$ cat src/rtl/qdt_pkg.sv
// Package: shared constants and types of the four-channel down-counter block.
// Assumes 32-bit register words and an 8-bit control byte per counter.
package qdt_pkg;
    localparam int CTRL_W   = 8;
    localparam int PSC_W    = 8;
    localparam int B_EN     = 7;
    localparam int B_PER    = 6;
    localparam int B_PSC_LO = 2;
    localparam int B_WIDE   = 1;
    localparam int B_ONE    = 0;
    localparam logic [CTRL_W-1:0] CTRL_KEEP = 8'hCF;

    typedef enum logic [1:0] {
        PSC_DIV1   = 2'b00,
        PSC_DIV16  = 2'b01,
        PSC_DIV256 = 2'b10,
        PSC_SPARE  = 2'b11
    } psc_sel_e;

    // word select inside a counter group
    typedef enum logic [1:0] {
        SUB_START = 2'd0,
        SUB_COUNT = 2'd1,
        SUB_CTRL  = 2'd2,
        SUB_SHADOW = 2'd3
    } sub_e;

    // word select inside the shared group
    localparam logic [1:0] SH_MASK  = 2'd0;
    localparam logic [1:0] SH_RAW   = 2'd1;
    localparam logic [1:0] SH_MSKD  = 2'd2;
    localparam logic [1:0] SH_CLEAR = 2'd3;
endpackage

$ cat src/rtl/qdt_prescaler.sv
// Module: divider for one counter. Emits a one-cycle fire pulse every 1, 16
// or 256 run cycles. Assumes restart has priority over run and PSC_W >= 8.
module qdt_prescaler
    import qdt_pkg::*;
#(
    parameter int W = PSC_W
) (
    input  logic     clk,
    input  logic     rst_n,
    input  logic     restart,
    input  logic     run,
    input  psc_sel_e sel,
    output logic     fire
);
    logic [W-1:0] div_q;
    logic [W-1:0] limit;

    // terminal phase for the selected divider
    always_comb begin
        case (sel)
            PSC_DIV1:  limit = '0;
            PSC_DIV16: limit = W'(15);
            default:   limit = W'(255);
        endcase
    end

    assign fire = run && (div_q == limit);

    // phase counter: cleared on restart, advanced on run cycles
    always_ff @(posedge clk) begin
        if (!rst_n)       div_q <= '0;
        else if (restart) div_q <= '0;
        else if (run)     div_q <= fire ? '0 : div_q + W'(1);
    end
endmodule

$ cat src/rtl/qdt_channel.sv
// Module: one down-counter with start, shadow and control registers.
// A start write is held pending until the next tick_en cycle. At zero the
// counter stops (one-shot), reloads the shadow value (periodic) or wraps to
// all ones. Assumes the write strobes are mutually exclusive.
module qdt_channel
    import qdt_pkg::*;
#(
    parameter int DW = 32
) (
    input  logic              clk,
    input  logic              rst_n,
    input  logic              tick_en,
    input  logic              wr_start,
    input  logic              wr_ctrl,
    input  logic              wr_shadow,
    input  logic [DW-1:0]     wdata,
    output logic [DW-1:0]     start_q,
    output logic [DW-1:0]     shadow_q,
    output logic [DW-1:0]     count_view,
    output logic [CTRL_W-1:0] ctrl_q,
    output logic              pend_q,
    output logic              zero_hit
);
    localparam int HALF = DW / 2;

    logic [DW-1:0] cnt_q;
    logic [DW-1:0] wmask;
    logic [DW-1:0] eff;
    logic          en;
    logic          fire;
    logic          apply;
    logic          step;

    assign en         = ctrl_q[B_EN];
    assign wmask      = ctrl_q[B_WIDE] ? {DW{1'b1}} : {{(DW-HALF){1'b0}}, {HALF{1'b1}}};
    assign eff        = cnt_q & wmask;
    assign apply      = pend_q && tick_en;
    assign step       = en && tick_en && fire && !apply;
    assign zero_hit   = step && (eff == DW'(1));
    assign count_view = eff;

    qdt_prescaler #(.W(PSC_W)) i_psc (
        .clk     (clk),
        .rst_n   (rst_n),
        .restart (wr_ctrl),
        .run     (en && tick_en),
        .sel     (psc_sel_e'(ctrl_q[B_PSC_LO +: 2])),
        .fire    (fire)
    );

    // control byte, unused bits kept at zero
    always_ff @(posedge clk) begin
        if (!rst_n)       ctrl_q <= '0;
        else if (wr_ctrl) ctrl_q <= wdata[CTRL_W-1:0] & CTRL_KEEP;
    end

    // start and shadow registers; a start write updates both
    always_ff @(posedge clk) begin
        if (!rst_n) begin
            start_q  <= '0;
            shadow_q <= '0;
        end else if (wr_start) begin
            start_q  <= wdata;
            shadow_q <= wdata;
        end else if (wr_shadow) begin
            shadow_q <= wdata;
        end
    end

    // pending-start flag: set by a start write, consumed on a tick_en cycle
    always_ff @(posedge clk) begin
        if (!rst_n)        pend_q <= 1'b0;
        else if (wr_start) pend_q <= 1'b1;
        else if (tick_en)  pend_q <= 1'b0;
    end

    // counter: pending start first, then a decrement or an end-of-count action
    always_ff @(posedge clk) begin
        if (!rst_n) begin
            cnt_q <= '0;
        end else if (apply) begin
            cnt_q <= start_q;
        end else if (step) begin
            if (eff != '0)               cnt_q <= (eff - DW'(1)) & wmask;
            else if (ctrl_q[B_ONE])      cnt_q <= cnt_q;
            else if (ctrl_q[B_PER])      cnt_q <= shadow_q;
            else                         cnt_q <= wmask;
        end
    end
endmodule

$ cat src/rtl/qdt_irq.sv
// Module: shared status logic. Latches per-counter zero events, applies the
// mask and merges into one line. A set in the same cycle as a clear wins.
module qdt_irq #(
    parameter int N_CH = 4
) (
    input  logic            clk,
    input  logic            rst_n,
    input  logic [N_CH-1:0] set_v,
    input  logic            wr_mask,
    input  logic            wr_clear,
    input  logic [N_CH-1:0] wbits,
    output logic [N_CH-1:0] raw_q,
    output logic [N_CH-1:0] mask_q,
    output logic [N_CH-1:0] masked,
    output logic            irq
);
    logic [N_CH-1:0] clr_v;

    assign clr_v  = wr_clear ? wbits : '0;
    assign masked = raw_q & mask_q;
    assign irq    = |masked;

    // sticky raw status with write-one-to-clear
    always_ff @(posedge clk) begin
        if (!rst_n) raw_q <= '0;
        else        raw_q <= (raw_q & ~clr_v) | set_v;
    end

    // interrupt mask register
    always_ff @(posedge clk) begin
        if (!rst_n)       mask_q <= '0;
        else if (wr_mask) mask_q <= wbits;
    end
endmodule

$ cat src/rtl/quad_down_timer.sv
// Module: top of the four-channel down-counter block. Decodes the register
// port, holds the counters and the shared status logic, and registers the
// read data. Assumes one access per cycle and reads with no side effects.
module quad_down_timer
    import qdt_pkg::*;
#(
    parameter int N_CH = 4,
    parameter int DW   = 32,
    parameter int AW   = 8
) (
    input  logic          clk,
    input  logic          rst_n,
    input  logic          tick_en,
    input  logic [AW-1:0] reg_addr,
    input  logic          reg_wr,
    input  logic [DW-1:0] reg_wdata,
    output logic [DW-1:0] reg_rdata,
    output logic          irq
);
    localparam int GW = AW - 4;

    logic [GW-1:0]        grp;
    logic [1:0]           sub;
    logic                 sh_sel;
    logic [N_CH-1:0]      ch_sel;
    logic [N_CH-1:0]      zero_v;
    logic [N_CH-1:0]      pend_v;
    logic [N_CH-1:0]      raw_v;
    logic [N_CH-1:0]      mask_v;
    logic [N_CH-1:0]      mskd_v;
    logic [DW-1:0]        ch_start  [N_CH];
    logic [DW-1:0]        ch_shadow [N_CH];
    logic [DW-1:0]        ch_count  [N_CH];
    logic [CTRL_W-1:0]    ch_ctrl   [N_CH];
    logic [N_CH*DW-1:0]   count_flat;
    logic [N_CH*CTRL_W-1:0] ctrl_flat;
    logic [DW-1:0]        rd_nxt;

    assign grp    = reg_addr[AW-1:4];
    assign sub    = reg_addr[3:2];
    assign sh_sel = (grp == '0);

    generate
        for (genvar c = 0; c < N_CH; c++) begin : g_ch
            assign ch_sel[c] = (grp == GW'(c + 1));

            qdt_channel #(.DW(DW)) i_ch (
                .clk        (clk),
                .rst_n      (rst_n),
                .tick_en    (tick_en),
                .wr_start   (reg_wr && ch_sel[c] && sub == SUB_START),
                .wr_ctrl    (reg_wr && ch_sel[c] && sub == SUB_CTRL),
                .wr_shadow  (reg_wr && ch_sel[c] && sub == SUB_SHADOW),
                .wdata      (reg_wdata),
                .start_q    (ch_start[c]),
                .shadow_q   (ch_shadow[c]),
                .count_view (ch_count[c]),
                .ctrl_q     (ch_ctrl[c]),
                .pend_q     (pend_v[c]),
                .zero_hit   (zero_v[c])
            );

            assign count_flat[c*DW +: DW]         = ch_count[c];
            assign ctrl_flat[c*CTRL_W +: CTRL_W]  = ch_ctrl[c];
        end
    endgenerate

    qdt_irq #(.N_CH(N_CH)) i_irq (
        .clk      (clk),
        .rst_n    (rst_n),
        .set_v    (zero_v),
        .wr_mask  (reg_wr && sh_sel && sub == SH_MASK),
        .wr_clear (reg_wr && sh_sel && sub == SH_CLEAR),
        .wbits    (reg_wdata[N_CH-1:0]),
        .raw_q    (raw_v),
        .mask_q   (mask_v),
        .masked   (mskd_v),
        .irq      (irq)
    );

    // read multiplexer over the shared and per-counter words
    always_comb begin
        rd_nxt = '0;
        if (sh_sel) begin
            case (sub)
                SH_MASK: rd_nxt = DW'(mask_v);
                SH_RAW:  rd_nxt = DW'(raw_v);
                SH_MSKD: rd_nxt = DW'(mskd_v);
                default: rd_nxt = '0;
            endcase
        end
        for (int c = 0; c < N_CH; c++) begin
            if (ch_sel[c]) begin
                case (sub)
                    SUB_START: rd_nxt = ch_start[c];
                    SUB_COUNT: rd_nxt = ch_count[c];
                    SUB_CTRL:  rd_nxt = DW'(ch_ctrl[c]);
                    default:   rd_nxt = ch_shadow[c];
                endcase
            end
        end
    end

    // registered read data
    always_ff @(posedge clk) begin
        if (!rst_n) reg_rdata <= '0;
        else        reg_rdata <= rd_nxt;
    end
endmodule

$ cat config.mk
export PLATFORM = sky130hd
export DESIGN_NAME = quad_down_timer
export DESIGN_NICKNAME = d
export VERILOG_FILES = /design/src/rtl/qdt_pkg.sv /design/src/rtl/qdt_prescaler.sv /design/src/rtl/qdt_channel.sv /design/src/rtl/qdt_irq.sv /design/src/rtl/quad_down_timer.sv
export SDC_FILE = /design/constraint.sdc
export NUM_CORES = 1
export LEC_CHECK = 0
export BUFFER_PORTS_ARGS = -buffer_cell sky130_fd_sc_hd__buf_2
export CAP_MARGIN = 20
export CORE_ASPECT_RATIO = 1.5
export CORE_MARGIN = 5
export CORE_UTILIZATION = 40
export CTS_CLUSTER_DIAMETER = 120
export CTS_CLUSTER_SIZE = 10
export DETAILED_ROUTE_END_ITERATION = 8
export PLACE_DENSITY = 0.54
export SYNTH_ARGS = -nofsm -noshare
export SYNTH_HDL_FRONTEND = slang
export SYNTH_SLANG_ARGS = --single-unit
$ cat constraint.sdc
create_clock -name clk -period 8.3 [get_ports clk]
set_input_delay 2.075 -clock clk [delete_from_list [all_inputs] [get_ports clk]]
set_output_delay 2.075 -clock clk [all_outputs]
set_load 0.03 [all_outputs]
### Word level (Yosys, flattened, before mapping)

Cells that the tools add are included.

| operators by class | value |
|---|---|
| add/sub/neg operators | 8 |
| multipliers | 0 |
| div/mod/pow operators | 0 |
| magnitude comparators | 0 |
| equality and inequality tests | 23 |
| shift operators | 0 |
| multiplexer cells | 56 |
| bitwise gates (word level) | 13 |
| reductions and logical operators | 78 |

Operator list:

| kind | count |
|---|---|
| two-way mux 32 bit | 36 |
| one-hot mux 32 bit (3 select lines) | 4 |
| AND 32 bit | 8 |
| == test 32 x 1 -> 1 bit (second input constant) | 4 |
| nonzero test 32 bit | 4 |
| subtractor 32 x 1 -> 32 bit (second input constant) | 4 |
| one-hot mux 8 bit (2 select lines) | 4 |
| logical AND 1 bit | 43 |
| adder 8 x 1 -> 8 bit (second input constant) | 4 |
| == test 8 bit | 4 |
| two-way mux 8 bit | 4 |
| nonzero test 2 bit | 12 |
| inequality test 3 bit (second input constant) | 4 |
| one-hot mux 4 bit (3 select lines) | 1 |
| == test 2 x 1 -> 1 bit (second input constant) | 5 |
| zero test 2 bit | 5 |
| AND 4 bit | 2 |
| == test 4 x 2 -> 1 bit (second input constant) | 2 |
| two-way mux 4 bit | 2 |
| AND reduction 2 bit | 4 |
| OR reduction 2 bit | 4 |
| two-way mux 1 bit | 5 |
| == test 2 bit (second input constant) | 2 |
| == test 4 x 1 -> 1 bit (second input constant) | 1 |
| other kinds (7) | 10 |

| storage, ports and cells | value |
|---|---|
| flip-flop bits (word level) | 484 |
| latch bits | 0 |
| bits in writable memories | 0 |
| memory bits (read-only) | 0 |
| input port bits | 44 |
| output and inout bits | 33 |
| word-level logic and storage cells | 205 |
| memories | 0 |

### Logic depth before layout (Yosys ltp)

Gate-level depths: netlist (run 1).

| depth | value |
|---|---|
| depth after elaboration | 8 |
| depth in mapped cells | 10 |
| gate-level depth less buffers | 8 |

### Cells and area by module

From an unflattened synthesis (run 1), not the netlist that was laid out.

| second synthesis, totals | value |
|---|---|
| cell total of the unflattened synthesis | 3376 |
| area, all modules | 27999.4 um^2 |

By module, submodules not included:

| module | times used | cells an instance | area each (um^2) | sequential area each (um^2) |
|---|---|---|---|---|
| qdt_channel | 4 | 646 | 5351.4 | 2062.0 |
| quad_down_timer | 1 | 586 | 4679.5 | 640.6 |
| qdt_prescaler | 4 | 43 | 396.6 | 160.2 |
| qdt_irq | 1 | 34 | 327.8 | 160.2 |

### Worst setup path after synthesis (run 1)

No wires, ideal clock.

| timing | value |
|---|---|
| kind | in2reg |
| start point | input port reg_addr[2] |
| end point | register reg_rdata[14] |
| setup time | 128 ps |
| arrival time | 4023 ps |
| data required time | 8172 ps |
| path slack | 4149 ps |
| cell stages on the path | 9 |
| path buffers | 5 |
| cells stage by stage | buf_2 > clkbuf_1 > buf_2 > buf_1 > buf_2 > mux2i_1 > o21ai_0 > a2bb2oi_1 > nor2_1 |

| on the way | value |
|---|---|
| cells in the longest elaborated chain, start to end | 6 |
| elaborated cells on any way between the ends | 11 |
| classes of those cells | eq/ne (2); mux (8); reduce/logical (1) |

RTL lines:

| element | RTL line | text |
|---|---|---|
| start: declaration | quad_down_timer.sv:14 | `input logic [AW-1:0] reg_addr,` |
| == test 2 bit (tied with other cells) | quad_down_timer.sv:94 | `case (sub)` |
| one-hot mux 32 bit (3 select lines) | quad_down_timer.sv:94 |  |
| two-way mux 32 bit (3 in series) | quad_down_timer.sv:93 | `if (ch_sel[c]) begin` |
| two-way mux 32 bit * | quad_down_timer.sv:93 |  |
| end signal: assignment | quad_down_timer.sv:107 | `else reg_rdata <= rd_nxt;` |
| end: declaration | quad_down_timer.sv:17 | `output logic [DW-1:0] reg_rdata,` |

Mark *: on every way between the ends. The rest lies on a longest branch, timed or not.
A chain may end at the register's enable or synchronous reset.

### Worst setup path in the final report (run 1)

| timing | value |
|---|---|
| start point | input port reg_addr[2] |
| end point | register reg_rdata[1] |

| on the way | value |
|---|---|
| cells in the longest elaborated chain, start to end | 7 |
| elaborated cells on any way between the ends | 13 |
| classes of those cells | eq/ne (2); mux (10); reduce/logical (1) |

RTL lines:

| element | RTL line | text |
|---|---|---|
| == test 2 bit (tied with other cells) | quad_down_timer.sv:85, quad_down_timer.sv:94 |  |
| one-hot mux 4 bit (3 select lines) | quad_down_timer.sv:85 | `case (sub)` |
| two-way mux 4 bit | quad_down_timer.sv:84 | `if (sh_sel) begin` |
| two-way mux 32 bit (3 in series) | quad_down_timer.sv:93 |  |
| two-way mux 32 bit * | quad_down_timer.sv:93 |  |

Marks and branches as above.

==> metrics.cfg, run 1 <==
[outcome]
status = finished clean

[timing]
tightest_slew_ns = 1.10
rsz0062_at_grt = no
fin_ws_ns = 3.48
clock_skew_ns = 0.0362
fin_tns_setup_ns = 0
post-route-min-period_ns = 4.82
max_freq_mhz = 208
setup_violations = 0
finalCritPeriodShare = 0.580
relSlewSlack = 0.266
hold_violations = 0
drv_slew = 0

[synth]
synthDistinctLibCells = 83
yosysWarnings = 0
syn_inst = 3528
synth_edf_count = 0
seq_area_frac_synth = 0.369
synth_top_family_by_area = compound AO/OA/AOI/OAI gates
synth_area_um2 = 26300
synth-compound-area-share = 0.265
synth_nets = 3584
synthAdderAreaFrac = 0.00572
synthFlopType = dfxtp_1
postSynthAreaPerCell_um2 = 7.45
synth_xor_area_frac = 0.0267
ys_ff_latch = 484
yosys.area_share.simple = 0.236
synthMuxAreaShare = 0.0432
synthArstFlopShare = 0

[die]
die_area_um2 = 71000
die_h_um = 324
initial_core_util = 0.402
core_area_um2 = 65300
pin_count = 77
fp.dieW_um = 219
rows = 115

[worst_setup_path]
crit_required_ns = 8.78
timing.rr.end = g_ch[1].i_ch.cnt_q[8]$_SDFFE_PN0P_
crit_chain = buf_6 > buf_4 > mux4_2 > mux4_2 > a22oi_1 > nor2_1
arrival_ns = 5.30
crit_path_end_kind = register
critPathLaunch = reg_addr[2]
critical_path.slowest_cell = buf_4
crit_type = in2reg
reg2regPathDepth = 9
cp-start-kind = input pin
timing.critical_path.buf_inv = 2
r2r_start = g_ch[1].i_ch.cnt_q[0]$_SDFFE_PN0P_
slowest_delay_ns = 0.74
cp_max_fo = 71
crit_family = buffers and inverters
cp_common_cell = mux4_2
r2r_slack_ns = 4.59

[final_layout]
syn_to_final_growth_pct = 7.96
drive_gt1_frac = 0.0806
nNetsFinal = 3441
nFillCells = 6811
post-route-cell-area_um2 = 28400
regArea_um2 = 9690
stdcell_count = 4266
multi_input_area_um2 = 15200

[clocking]
cts.hold.buffers_added = 0
ctsLongestPathBuffers = 3
cts_tree = yes
cts-htree-levels = 2
numCtsBuffers = 54
insertion_delay_ns = 0.65
cts-resized-gates = 0
root_buffer = clkbuf_16
postCtsSetupBuffers = 0
clkTransAtPathRegs_ns = 0.06
cts.sinks = 484

[route]
wl_um = 114000
dr.pass1.iters = 6
drc = 0
drt_iter0_drc = 2687
vias = 27235
post_drt_wl_per_cell_um = 26.7
viasPerCell = 6.38
ant_nets = 0

[power]
leakagePower_nw = 9.62
switchingPower_mw = 1.32
p_int_mw = 3.59
p_per_area_nw_per_um2 = 173
combPwrFrac = 0.084
clkPwrFrac = 0.437
switching_share = 0.268
power_mw = 4.91
ir_drop_v = 0.000142
pwr-share-seq = 0.479

[placement]
dp_hpwl_um = 73900
placed_area_um2 = 26900
gp_congestion = 1.00
numPortBuffers = 74
dp_cells = 4205
dp_worst_setup_slack_ns = 2.86

[min_path]
hold_start = g_ch[0].i_ch.shadow_q[24]$_SDFFE_PN0P_
whs_path_depth = 2
worstHoldEndpoint = g_ch[0].i_ch.shadow_q[24]$_SDFFE_PN0P_
min_path_type = reg2reg

[grt]
grt_usage = 0.308
antenna_found_initial = 4
grt_pass1_vias = 25336
grt_pass1_wl_um = 166000
overflow = 0
grt_max_degree = 121

[run]
drv_cap = 0

## cell usage after synthesis, types with 9 or more instances
cell type | count | area [µm²]
mux4_2 | 23 | 518
buf_2 | 13 | 65.1
nand2_1 | 832 | 3120
a311oi_1 | 10 | 87.6
a31oi_1 | 78 | 488
mux2_2 | 13 | 146
a22oi_1 | 39 | 293
nand3_1 | 80 | 400
o22ai_1 | 21 | 131
nand4_1 | 26 | 163
ha_1 | 12 | 150
or3_1 | 21 | 131
nand2b_1 | 18 | 113
a211oi_1 | 37 | 278
a221o_1 | 10 | 100
o41ai_1 | 9 | 78.8
nor3_1 | 73 | 365
a21oi_1 | 441 | 2210
clkbuf_2 | 27 | 135
o221ai_1 | 63 | 552
and3_1 | 36 | 225
inv_1 | 34 | 128
a2bb2oi_1 | 13 | 114
o31ai_1 | 18 | 135
nor4_1 | 42 | 263
and2_1 | 29 | 181
dfxtp_1 | 484 | 9690
a21o_1 | 13 | 97.6
or2_2 | 10 | 62.6
o311ai_0 | 20 | 175
clkbuf_1 | 263 | 987
xnor2_1 | 37 | 324
xor2_1 | 43 | 377
or4_1 | 29 | 218
o211ai_1 | 37 | 278
a31o_2 | 10 | 87.6
buf_1 | 15 | 56.3
a32oi_1 | 16 | 140
nor2_1 | 168 | 631
a22o_1 | 16 | 140
mux2i_1 | 47 | 470
o21ai_0 | 196 | 981
## metrics by stage
stage,util,hold WS (ns)
2_1_floorplan,-,0.441
3_3_place_gp,0.412,0.452
3_5_place_dp,0.412,0.458
4_1_cts,0.434,0.468
5_1_grt,0.434,0.486
6_report,0.434,0.468
## power groups by stage
stage | combinational, mW | sequential [mW] | clock [mW]
5_1_grt | 0.428 | 2.35 | 2.27
6_report | 0.415 | 2.35 | 2.14
3_3_place_gp | 0.399 | 2.40 | 0
3_5_place_dp | 0.401 | 2.40 | 0
4_1_cts | 0.402 | 2.35 | 2.18
2_1_floorplan | 0.238 | 2.40 | 0
## tightest hold or removal path, stage by stage (launching register included)
cell and delay [ns]:
dfxtp_1 0.32, nand2_1 0.05, a21oi_1 0.05
## cell type report
cell class | instances | share of cell area
Clock buffer | 55 | 0.0485
Tap cell | 877 | 0.0387
Timing Repair Buffer | 123 | 0.0268
Clock inverter | 3 | 0.00146
Sequential cell | 484 | 0.342
Antenna cell | 2 | 0.000176
Inverter | 36 | 0.00503
Multi-Input combinational cell | 2686 | 0.538
## registers in the layout, indices dropped and copies added (netlist names)
register               count
g_ch.i_ch.ctrl_q          24
g_ch.i_ch.i_psc.div_q     32
i_irq.mask_q               4
g_ch.i_ch.pend_q           4
g_ch.i_ch.cnt_q          128
i_irq.raw_q                4
g_ch.i_ch.shadow_q       128
g_ch.i_ch.start_q        128
reg_rdata                 32
## how the worst max path moves through the flow
stage                                                  end  depth (start not counted)
global route                      reg_rdata[30]$_SDFF_PN0_                          8
floorplan                         reg_rdata[14]$_SDFF_PN0_                          9
detailed placement  g_ch[2].i_ch.shadow_q[20]$_SDFFE_PN0P_                          8
CTS                 g_ch[2].i_ch.shadow_q[20]$_SDFFE_PN0P_                          8
global placement    g_ch[3].i_ch.shadow_q[28]$_SDFFE_PN0P_                          8
finish                             reg_rdata[1]$_SDFF_PN0_                          6
## metal layers
| layer | share of wire | GRT usage | vias up |
|---|---|---|---|
| met4 | 0.079 | 0.197 | 4 |
| met1 | 0.37 | 0.373 | 13150 |
| met2 | 0.46 | 0.507 | 1381 |
| met5 | 0.00018 | 0 | - |
| met3 | 0.084 | 0.0531 | 331 |
| li1 | - | - | 12369 |
## layout by cell type, fill, tap and decap left out, types with 16 or more instances in the layout
cell type / Yosys / routed
nand2_1: 832 / 830
dfxtp_1: 484 / 484
a21oi_1: 441 / 440
o21ai_0: 196 / 196
nor2_1: 168 / 161
nand3_1: 80 / 80
a31oi_1: 78 / 78
buf_2: 13 / 72
nor3_1: 73 / 70
o221ai_1: 63 / 63
clkbuf_16: 0 / 55
buf_4: 0 / 48
mux2i_1: 47 / 47
xor2_1: 43 / 43
nor4_1: 42 / 41
a22oi_1: 39 / 39
xnor2_1: 37 / 37
o211ai_1: 37 / 37
a211oi_1: 37 / 37
and3_1: 36 / 36
inv_1: 34 / 34
and2_1: 29 / 29
or4_1: 29 / 29
nand4_1: 26 / 26
mux4_2: 23 / 23
or3_1: 21 / 21
o22ai_1: 21 / 21
o311ai_0: 20 / 20
o31ai_1: 18 / 18
nand2b_1: 18 / 18
a22o_1: 16 / 16
a32oi_1: 16 / 16
## cell families (layout without fill, tap and decap cells)
kind of cell             after synthesis  count (layout)
AO/OA/AOI/OAI                       1111            1111
buffers and inverters                358             217
XOR/XNOR                              80              80
other                                  0               2
AND/OR/NAND/NOR                     1400            1400
multiplexers                          83              83
adder cells (fa/ha/maj)               12              12
flip-flops                           484             484
(Power assumes the default switching activity.)
==> inputs of run 2 (changes only) <==
==> constraint.sdc (replaced) <==
create_clock -name clk -period 4.45 [get_ports clk]
set_input_delay 1.1125 -clock clk [delete_from_list [all_inputs] [get_ports clk]]
set_output_delay 1.1125 -clock clk [all_outputs]
set_load 0.03 [all_outputs]
==> run 2 against run 1 <==
Against the previous run:
- clock-buffer cell count up 2
- global-route usage rose by 0.072 points
- combinational power rose by 91%
- sequential cell count unchanged
- non-clock buffer count rose by 53
- final cell count is 1.3% higher
- final area is 1.8% higher
==> metrics.cfg, run 2 (synthesized netlist as in run 1, its figures left out) <==
[timing]
setup_violations = 0  ; unchanged
tightest_slew_ns = 1.10  ; -0.00483 ns
finalCritPeriodShare = 0.763
post-route-min-period_ns = 3.40
relSlewSlack = 0.260  ; -0.00634
clock_skew_ns = 0.0249  ; -0.0113 ns
fin_tns_setup_ns = 0  ; unchanged
drv_slew = 0  ; unchanged
hold_violations = 0  ; unchanged
max_freq_mhz = 295
rsz0062_at_grt = no

[clocking]
numCtsBuffers = 54  ; unchanged
cts.hold.buffers_added = 0  ; unchanged
root_buffer = clkbuf_16
insertion_delay_ns = 0.64  ; about the same
cts_tree = yes
postCtsSetupBuffers = 0  ; unchanged
cts-htree-levels = 2  ; unchanged
ctsLongestPathBuffers = 3  ; unchanged
cts-resized-gates = 0  ; unchanged
cts.sinks = 484  ; unchanged
clkTransAtPathRegs_ns = 0.06  ; about the same

[final_layout]
reg_top3 = g_ch.i_ch.cnt_q: 128 flops, g_ch.i_ch.shadow_q: 128 flops, g_ch.i_ch.start_q: 128 flops
final_common_cell = nand2_1
nNetsFinal = 3494  ; +1.5%
syn_to_final_growth_pct = 9.85
drive_gt1_frac = 0.0942  ; +0.0136
stdcell_count = 4320  ; +1.3%
post-route-util = 0.442  ; +0.00762
final_cell_mix = nand2_1, dfxtp_1, a21oi_1

[worst_setup_path]
timing.rr.end = g_ch[3].i_ch.cnt_q[19]$_SDFFE_PN0P_
crit_required_ns = 4.99  ; -3.79 ns
crit_path_end_kind = register
r2r_slack_ns = 1.05  ; -3.54 ns
reg2regPathDepth = 9  ; unchanged
r2r_start = g_ch[3].i_ch.cnt_q[0]$_SDFFE_PN0P_
cp-start-kind = register
cp_max_fo = 11  ; -85%
crit_type = reg2reg
arrival_ns = 3.94  ; -1.36 ns

[min_path]
worstHoldEndpoint = g_ch[0].i_ch.shadow_q[2]$_SDFFE_PN0P_
hold_start = g_ch[0].i_ch.shadow_q[2]$_SDFFE_PN0P_
whs_path_depth = 2  ; unchanged
min_path_type = reg2reg

[route]
dr.pass1.iters = 9  ; +3
ant_nets = 0  ; unchanged
drc = 0  ; unchanged
post_drt_wl_per_cell_um = 26.2  ; -1.7%
vias = 27188  ; -0.17%
viasPerCell = 6.29  ; -1.4%
wl_um = 113000  ; -0.41%
drt_iter0_drc = 2531  ; -5.8%

[grt]
antenna_found_initial = 5  ; +1
grt_max_degree = 132  ; +9.1%
grt_usage = 0.309  ; +0.000721
grt_pass1_vias = 25723  ; +1.5%
overflow = 0  ; unchanged
grt_pass1_wl_um = 167000  ; +0.44%

[power]
p_int_mw = 6.78  ; +89%
switchingPower_mw = 2.44  ; +85%
switching_share = 0.265  ; -0.00370
clkPwrFrac = 0.439  ; +0.002
p_per_area_nw_per_um2 = 320  ; +85%
pwr-share-seq = 0.475  ; -0.004
leakagePower_nw = 9.92  ; +3.1%
power_mw = 9.23  ; +88%
ir_drop_v = 0.000291  ; +100%
combPwrFrac = 0.086  ; +0.002

[placement]
gp_congestion = 1.07  ; +6.9%
dp_cells = 4259  ; +1.3%
numPortBuffers = 74  ; unchanged
dp_hpwl_um = 75800  ; +2.5%

[die]
die_area_um2 = 71000  ; unchanged
rows = 115  ; unchanged
core_area_um2 = 65300  ; unchanged
initial_core_util = 0.402  ; unchanged
fp.dieW_um = 219  ; unchanged
die_h_um = 324  ; unchanged
pin_count = 77  ; unchanged

[outcome]
status = finished clean

[run]
drv_cap = 0  ; unchanged

-- run 2: cell count changes in the layout (fill, tap and decap cells not counted), moves of 2 or more --
cell and delta:
buf_4 +46, buf_12 +9, nor2_2 +6, nor2_4 -6
clkbuf_16 +2, clkinv_8 -2, nand2_1 +2, nand2_2 -2
-- run 2: layer usage --
layer | vias up | track usage | part of all wire
li1 | 12488 | - | -
met1 | 13006 | 0.371 | 0.38
met2 | 1326 | 0.493 | 0.45
met3 | 362 | 0.0615 | 0.085
met4 | 6 | 0.223 | 0.089
met5 | - | 0 | 0.00027
-- run 2: how the worst max path moves through the flow --
stage,start,endpoint,slack (ns),cells past startpoint
CTS,g_ch[3].i_ch.cnt_q[0]$_SDFFE_PN0P_,g_ch[3].i_ch.cnt_q[19]$_SDFFE_PN0P_,1.14,9
global placement,reg_addr[2],reg_rdata[5]$_SDFF_PN0_,0.74,8
finish,g_ch[3].i_ch.cnt_q[0]$_SDFFE_PN0P_,g_ch[3].i_ch.cnt_q[19]$_SDFFE_PN0P_,1.05,9
global route,g_ch[3].i_ch.cnt_q[0]$_SDFFE_PN0P_,g_ch[3].i_ch.cnt_q[19]$_SDFFE_PN0P_,0.88,9
detailed placement,reg_addr[2],reg_rdata[5]$_SDFF_PN0_,0.73,8
floorplan,reg_addr[2],reg_rdata[14]$_SDFF_PN0_,1.26,9
-- run 2: metrics by stage --
| step | hold WS (ns) | setup WS (ns) | instance area (µm²) |
|---|---|---|---|
| 2_1_floorplan | 0.441 | 1.26 | 26300 |
| 3_3_place_gp | 0.450 | 0.738 | 27400 |
| 3_5_place_dp | 0.458 | 0.726 | 27400 |
| 4_1_cts | 0.466 | 1.14 | 28900 |
| 5_1_grt | 0.483 | 0.880 | 28900 |
| 6_report | 0.464 | 1.05 | 28900 |
-- run 2: layout make-up --
class	count	area [µm²]
Fill cell	6778	36500
Clock buffer	57	1430
Timing Repair Buffer	176	1270
Sequential cell	484	9690
Multi-Input combinational cell	2686	15200
Antenna cell	3	7.51
Inverter	36	143
Clock inverter	1	8.76
Tap cell	877	1100
-- run 2: worst max-delay path, cell delays in order (launching register included) --
cell,delay [ns]
dfxtp_1,0.37
inv_1,0.09
ha_1,0.17
nor3b_1,0.47
and3_1,0.48
nand2_1,0.35
buf_4,0.30
nor3_2,0.65
a2bb2oi_1,0.13
a211oi_1,0.29
-- run 2: power groups by stage --
stage	combinational [mW]	clock, mW	sequential [mW]
2_1_floorplan	0.444	0	4.48
3_3_place_gp	0.763	0	4.48
3_5_place_dp	0.767	0	4.48
4_1_cts	0.770	4.11	4.38
5_1_grt	0.821	4.26	4.39
6_report	0.792	4.05	4.38
